$ cat src/rtl/syn_accum_pkg.sv
package syn_accum_pkg;

    localparam int DEF_ADDR_W = 6;
    localparam int DEF_SYN_W  = 6;
    localparam int DEF_DEPTH  = 8;

    typedef enum logic [0:0] {
        UL_IDLE  = 1'b0,
        UL_DRAIN = 1'b1
    } ul_state_e;

    // Lookup result for one incoming record
    typedef struct packed {
        logic take;   // record accepted (not during unload)
        logic hit;    // matches a valid entry
        logic alloc;  // goes into a new entry
        logic drop;   // miss while table full
    } lookup_t;

    function automatic lookup_t classify(input logic vld, input logic busy,
                                         input logic any_match, input logic full);
        lookup_t r;
        r.take  = vld && !busy;
        r.hit   = r.take && any_match;
        r.alloc = r.take && !any_match && !full;
        r.drop  = r.take && !any_match && full;
        return r;
    endfunction

endpackage

$ cat src/rtl/syn_cam_entry.sv
module syn_cam_entry #(
    parameter int ADDR_W = 6,
    parameter int SYN_W  = 6
) (
    input  logic              clk,
    input  logic              rst,
    input  logic              valid_i,
    input  logic [ADDR_W-1:0] key_i,
    input  logic [SYN_W-1:0]  syn_i,
    input  logic              load_i,
    input  logic              merge_i,
    input  logic              shift_i,
    input  logic [ADDR_W-1:0] up_addr_i,
    input  logic [SYN_W-1:0]  up_syn_i,
    output logic              match_o,
    output logic [ADDR_W-1:0] addr_o,
    output logic [SYN_W-1:0]  syn_o
);
    logic [ADDR_W-1:0] addr_q;
    logic [SYN_W-1:0]  syn_q;

    always_ff @(posedge clk) begin
        if (rst) begin
            addr_q <= '0;
            syn_q  <= '0;
        end else if (shift_i) begin
            addr_q <= up_addr_i;
            syn_q  <= up_syn_i;
        end else if (load_i) begin
            addr_q <= key_i;
            syn_q  <= syn_i;
        end else if (merge_i) begin
            syn_q  <= syn_q | syn_i;
        end
    end

    assign match_o = valid_i && (addr_q == key_i);
    assign addr_o  = addr_q;
    assign syn_o   = syn_q;
endmodule

$ cat src/rtl/syn_alloc_ptr.sv
module syn_alloc_ptr #(
    parameter int DEPTH = 8
) (
    input  logic             clk,
    input  logic             rst,
    input  logic             push_i,
    input  logic             pop_i,
    output logic [DEPTH-1:0] mask_o,
    output logic [DEPTH-1:0] free_oh_o,
    output logic             full_o
);
    logic [DEPTH-1:0] therm_q;

    always_ff @(posedge clk) begin
        if (rst) begin
            therm_q <= '0;
        end else if (push_i) begin
            therm_q <= {therm_q[DEPTH-2:0], 1'b1};
        end else if (pop_i) begin
            therm_q <= {1'b0, therm_q[DEPTH-1:1]};
        end
    end

    generate
        for (genvar i = 0; i < DEPTH; i++) begin : g_free
            if (i == 0) begin : g_lo
                assign free_oh_o[i] = !therm_q[0];
            end else begin : g_hi
                assign free_oh_o[i] = !therm_q[i] && therm_q[i-1];
            end
        end
    endgenerate

    assign mask_o = therm_q;
    assign full_o = therm_q[DEPTH-1];
endmodule

$ cat src/rtl/syn_unload_ctrl.sv
module syn_unload_ctrl
    import syn_accum_pkg::*;
(
    input  logic clk,
    input  logic rst,
    input  logic go_i,
    input  logic head_valid_i,
    output logic busy_o,
    output logic pop_o
);
    ul_state_e state_q;

    always_ff @(posedge clk) begin
        if (rst) begin
            state_q <= UL_IDLE;
        end else begin
            case (state_q)
                UL_IDLE:  if (go_i) state_q <= UL_DRAIN;
                UL_DRAIN: if (!head_valid_i) state_q <= UL_IDLE;
                default:  state_q <= UL_IDLE;
            endcase
        end
    end

    assign busy_o = (state_q == UL_DRAIN);
    assign pop_o  = busy_o && head_valid_i;
endmodule

$ cat src/rtl/syn_accum_top.sv
module syn_accum_top
    import syn_accum_pkg::*;
#(
    parameter int ADDR_W = DEF_ADDR_W,
    parameter int SYN_W  = DEF_SYN_W,
    parameter int DEPTH  = DEF_DEPTH
) (
    input  logic              clk,
    input  logic              rst,
    input  logic              rec_valid,
    input  logic [ADDR_W-1:0] rec_addr,
    input  logic [SYN_W-1:0]  rec_syn,
    input  logic              unload_go,
    output logic              hit,
    output logic              overflow,
    output logic              out_valid,
    output logic [ADDR_W-1:0] out_addr,
    output logic [SYN_W-1:0]  out_syn
);
    logic [DEPTH-1:0]  ent_mask;
    logic [DEPTH-1:0]  ent_free;
    logic [DEPTH-1:0]  ent_match;
    logic              tbl_full;
    logic              ul_busy;
    logic              ul_pop;
    logic [ADDR_W-1:0] ent_addr [DEPTH];
    logic [SYN_W-1:0]  ent_syn  [DEPTH];
    lookup_t           lk;

    assign lk = classify(rec_valid, ul_busy, |ent_match, tbl_full);

    syn_alloc_ptr #(.DEPTH(DEPTH)) u_ptr (
        .clk       (clk),
        .rst       (rst),
        .push_i    (lk.alloc),
        .pop_i     (ul_pop),
        .mask_o    (ent_mask),
        .free_oh_o (ent_free),
        .full_o    (tbl_full)
    );

    syn_unload_ctrl u_ul (
        .clk          (clk),
        .rst          (rst),
        .go_i         (unload_go),
        .head_valid_i (ent_mask[0]),
        .busy_o       (ul_busy),
        .pop_o        (ul_pop)
    );

    generate
        for (genvar i = 0; i < DEPTH; i++) begin : g_ent
            logic [ADDR_W-1:0] up_a;
            logic [SYN_W-1:0]  up_s;
            if (i == DEPTH - 1) begin : g_top
                assign up_a = '0;
                assign up_s = '0;
            end else begin : g_mid
                assign up_a = ent_addr[i+1];
                assign up_s = ent_syn[i+1];
            end
            syn_cam_entry #(.ADDR_W(ADDR_W), .SYN_W(SYN_W)) u_ent (
                .clk       (clk),
                .rst       (rst),
                .valid_i   (ent_mask[i]),
                .key_i     (rec_addr),
                .syn_i     (rec_syn),
                .load_i    (lk.alloc && ent_free[i]),
                .merge_i   (lk.hit && ent_match[i]),
                .shift_i   (ul_pop),
                .up_addr_i (up_a),
                .up_syn_i  (up_s),
                .match_o   (ent_match[i]),
                .addr_o    (ent_addr[i]),
                .syn_o     (ent_syn[i])
            );
        end
    endgenerate

    always_ff @(posedge clk) begin
        if (rst) begin
            hit       <= 1'b0;
            overflow  <= 1'b0;
            out_valid <= 1'b0;
            out_addr  <= '0;
            out_syn   <= '0;
        end else begin
            hit       <= lk.hit;
            out_valid <= ul_pop;
            if (lk.drop) overflow <= 1'b1;
            if (ul_pop) begin
                out_addr <= ent_addr[0];
                out_syn  <= ent_syn[0];
            end
        end
    end
endmodule

$ cat config.mk
export PLATFORM = sky130hd
export DESIGN_NAME = syn_accum_top
export DESIGN_NICKNAME = d
export VERILOG_FILES = /design/src/rtl/syn_accum_pkg.sv /design/src/rtl/syn_cam_entry.sv /design/src/rtl/syn_alloc_ptr.sv /design/src/rtl/syn_unload_ctrl.sv /design/src/rtl/syn_accum_top.sv
export SDC_FILE = /design/constraint.sdc
export NUM_CORES = 1
export LEC_CHECK = 0
export BUFFER_PORTS_ARGS = -buffer_cell sky130_fd_sc_hd__buf_2
export CORE_MARGIN = 4
export CORE_UTILIZATION = 50
export CTS_CLUSTER_DIAMETER = 40
export DETAILED_ROUTE_END_ITERATION = 16
export PLACE_DENSITY = 0.7
export SETUP_SLACK_MARGIN = 0.3
export SYNTH_ARGS = -nofsm -noshare
export SYNTH_HDL_FRONTEND = slang
export SYNTH_SLANG_ARGS = --single-unit
$ cat constraint.sdc
create_clock -name clk -period 2.15 [get_ports clk]
set_input_delay 0.215 -clock clk [delete_from_list [all_inputs] [get_ports clk]]
set_output_delay 0.215 -clock clk [all_outputs]
set_load 0.1 [all_outputs]
==> results by group <==
Route
  • Antenna viol nets, final: 0
  • Router iterations before antenna repair: 6
  • DR iter-0 viols: ~800
  • DR DRC count: 0
  • WL final: 22300 µm
  • Via/cell ratio: 6.39
  • Post-DR wirelength/cell: 22.1 µm
  • Vias: about 6500

Logic synthesis
  • Top cells by count, synth: dfxtp_1 (120), nor2_1 (77), a21oi_1 (76)
  • Number of synthesized register bits: 120
  • Post-synth top area cell: dfxtp_1
  • Top-area cell type share of the netlist area: 0.359
  • Syn_area_per_cell: a little over 9 µm²
  • Netlist cell types: 58
  • Top post-synthesis cells by area: dfxtp_1 (36%), o32ai_2 (7.5%), a2111oi_2 (7.0%)
  • Cells after Synth: 735
  • Post-synth EDFFs: 0
  • Fraction of registers with async set/reset: 0
  • Syn nets: 751
  • Mapped Area: between 0.006 and 0.007 mm²
  • Main flop type after synthesis: dfxtp_1
  • Post-synthesis sequential area ratio: 0.359
  • Yosys warnings: 0
  • Top-count cell post-synth: dfxtp_1

STA
  • Worst Tran Pin Value: 0.517 ns
  • Final setup vio count: 24
  • Final min period: between 2 and 2.5 ns
  • Final worst setup slack: -0.0795 ns
  • Final setup TNS: -0.543 ns
  • Rel. slew slack: 0.652
  • Fin crit share: 1.04
  • RSZ-0062 raised after global routing: true
  • Clock Skew: around 0.0099 ns
  • Max Slew Vio Count: 0
  • F_max: between 0.4 and 0.5 GHz
  • Fin. Hold Viols: 0

Worst hold path
  • Hold WC Path Type: input port to register
  • Hold Path Depth: 3
  • Hold Crit Start: unload_go
  • Hold Path End: u_ul.busy_o

Clock network
  • CTS tree: done
  • Later-pin clock latency in the skew report: approximately 0.43 ns
  • Clock root buffer: clkbuf_16
  • Longest Clk Path Bufs: 2
  • H-tree depth: 4
  • CTS sink cnt: 120
  • Clk pin slew, worst setup/hold paths: ~0.060 ns
  • Num CTS Buffers: 17
  • Cts hold-fix bufs: 0

Floorplan
  • Vert. Die Dim: 124 µm
  • Num rows: 42
  • Core area: about 0.013 mm²
  • Starting Density: 0.507
  • Die width: between 100 and 150 µm
  • # IOs: 31
  • Die area: about 0.015 mm²

Layout
  • Non-filler instance count after layout: between 1000 and 1500
  • Ratio of cells with drive above 1 in the final layout: 0.462
  • Multi-input logic area: around 0.0050 mm²
  • Finished Cell Area: approximately 0.0097 mm²
  • Register area: around 0.0025 mm²
  • N_diodes: 0
  • Fin nets: 839
  • Syn-to-layout area delta: 44.6%
  • Final core occ: 0.734
  • Filler cells: 834

Global routing
  • Largest net degree at the start of global routing: 78
  • Antenna violations before repair: 0
  • GRT overflow: 0
  • First-pass GRT wire length: 32100 µm
  • All-Layer GR Usage: 0.268
  • Vias in the first global route: approximately 6200

Setup path
  • WP data required: around 2.5 ns
  • R2R Path Start: g_ent[4].u_ent.addr_o[0]
  • R2r endpoint: u_ptr.mask_o[3]
  • Setup crit start kind: register
  • Setup slack, reg-to-reg: -0.08 ns
  • Worst Reg2Reg Path Length in Cells: 9
  • Peak fanout along the critical path: 6
  • CP endpoint kind: register
  • Arrival time worst endpoint: roughly 2.6 ns
  • CP Class: register to register

Run
  • Max-cap viol count: 0

Place
  • Cell area after placement: between 0.007 and 0.008 mm²
  • DP HPWL: around 12000 µm
  • PortBufs: 30
  • Inst Count DP: 943
  • GP Congestion: roughly 0.9

Pwr
  • Peak supply drop: ~0.69 mV
  • P_leak: 3.39 nW
  • PD cells: ~700 mW/mm²

Run status
  • Status: complete, but fails checks
  • Failing checks: negative setup slack
[cells by family (layout without fill, tap and decap cells)]
kind of cell | after synthesis | in the layout | synth area share
and+or+nand+nor | 271 | 271 | 0.204
AOI/OAI and AO/OA | 209 | 209 | 0.306
DFF | 120 | 120 | 0.359
buffers and inverters | 80 | 181 | 0.0561
xor gates and xnor gates | 48 | 48 | 0.0639
muxes | 7 | 7 | 0.0116
[cells in the final DEF (no fill, tap or decap), drive strengths merged, types with 7 or more instances in the layout]
master   synthesis  layout
buf             27     136
dfxtp          120     120
nor2            78      78
a21oi           78      78
nand2           57      57
nand2b          43      43
o32ai           43      43
a2111oi         36      36
nor3            33      33
clkbuf          44      25
xor2            24      24
xnor2           24      24
nand3           21      21
o21ai           18      18
nand4           10      10
inv              9       9
nor2b            7       7
and2             7       7
[where the power goes]
| part | switching [mW] | leakage, nW | total, mW | internal, mW |
|---|---|---|---|---|
| clock network | 1.06 | 0.319 | 3.12 | 2.06 |
| logic | 0.666 | 2.08 | 1.18 | 0.518 |
| registers | 0.111 | 0.989 | 2.46 | 2.35 |
| total | 1.84 | 3.39 | 6.76 | 4.92 |
[worst max-delay path, cell delays in order (launching register included)]
cell	delay [ns]
dfxtp_2	0.34
xnor2_1	0.17
nand4_1	0.15
or4_4	0.48
buf_6	0.16
nand4_4	0.18
buf_12	0.15
clkbuf_16	0.15
o211ai_1	0.14
a21oi_1	0.23
[worst max path at each step]
stage | startpoint | endpoint | slack [ns] | cells after the start
floorplan | rec_addr[3] | g_ent[1].u_ent.addr_o[0] | 0.05 | 8
global placement | rec_addr[3] | g_ent[1].u_ent.addr_o[0] | -0.25 | 9
detailed placement | rec_addr[3] | g_ent[1].u_ent.addr_o[0] | -0.26 | 9
CTS | g_ent[1].u_ent.addr_o[0] | g_ent[4].u_ent.addr_o[0] | 0.06 | 8
global route | g_ent[4].u_ent.addr_o[3] | g_ent[3].u_ent.syn_o[3] | -0.10 | 9
finish | g_ent[4].u_ent.addr_o[0] | u_ptr.mask_o[3] | -0.08 | 9
[state kept, by name, summed over array words and instances, names as in the netlist]
register            count
u_ptr.mask_o            8
hit                     1
g_ent.u_ent.syn_o      48
u_ul.busy_o             1
overflow                1
g_ent.u_ent.addr_o     48
out_valid               1
out_addr                6
out_syn                 6
[through the flow]
step                hold WS [ns]  total power, mW  worst slack, ns
floorplan                  0.360             3.16           0.0546
global placement           0.440             3.37           -0.254
detailed placement         0.448             3.40           -0.261
CTS                       0.0404             6.64           0.0620
global route              0.0723             6.97           -0.102
finish                    0.0478             6.76          -0.0795
[area by class of cell]
| class | instances | area share |
|---|---|---|
| Multi-Input combinational cell | 535 | 0.514 |
| Sequential cell | 120 | 0.253 |
| Timing Repair Buffer | 140 | 0.140 |
| Clock buffer | 21 | 0.0497 |
| Tap cell | 176 | 0.0228 |
| Clock inverter | 11 | 0.0175 |
| Inverter | 9 | 0.00349 |
[routing by layer]
layer,share of wire,GRT usage
met4,0.039,0.107
met5,0,0
met1,0.40,0.335
met2,0.49,0.445
met3,0.076,0.0654
[what timing repair did]
item,4_1_cts,5_1_grt
endpoints found under the setup margin,106,106
gates resized for setup,105,80
pin swaps,29,47
cloned,4,4
setup buffers,17,12
Note: power is estimated with default switching activity, not from simulation.
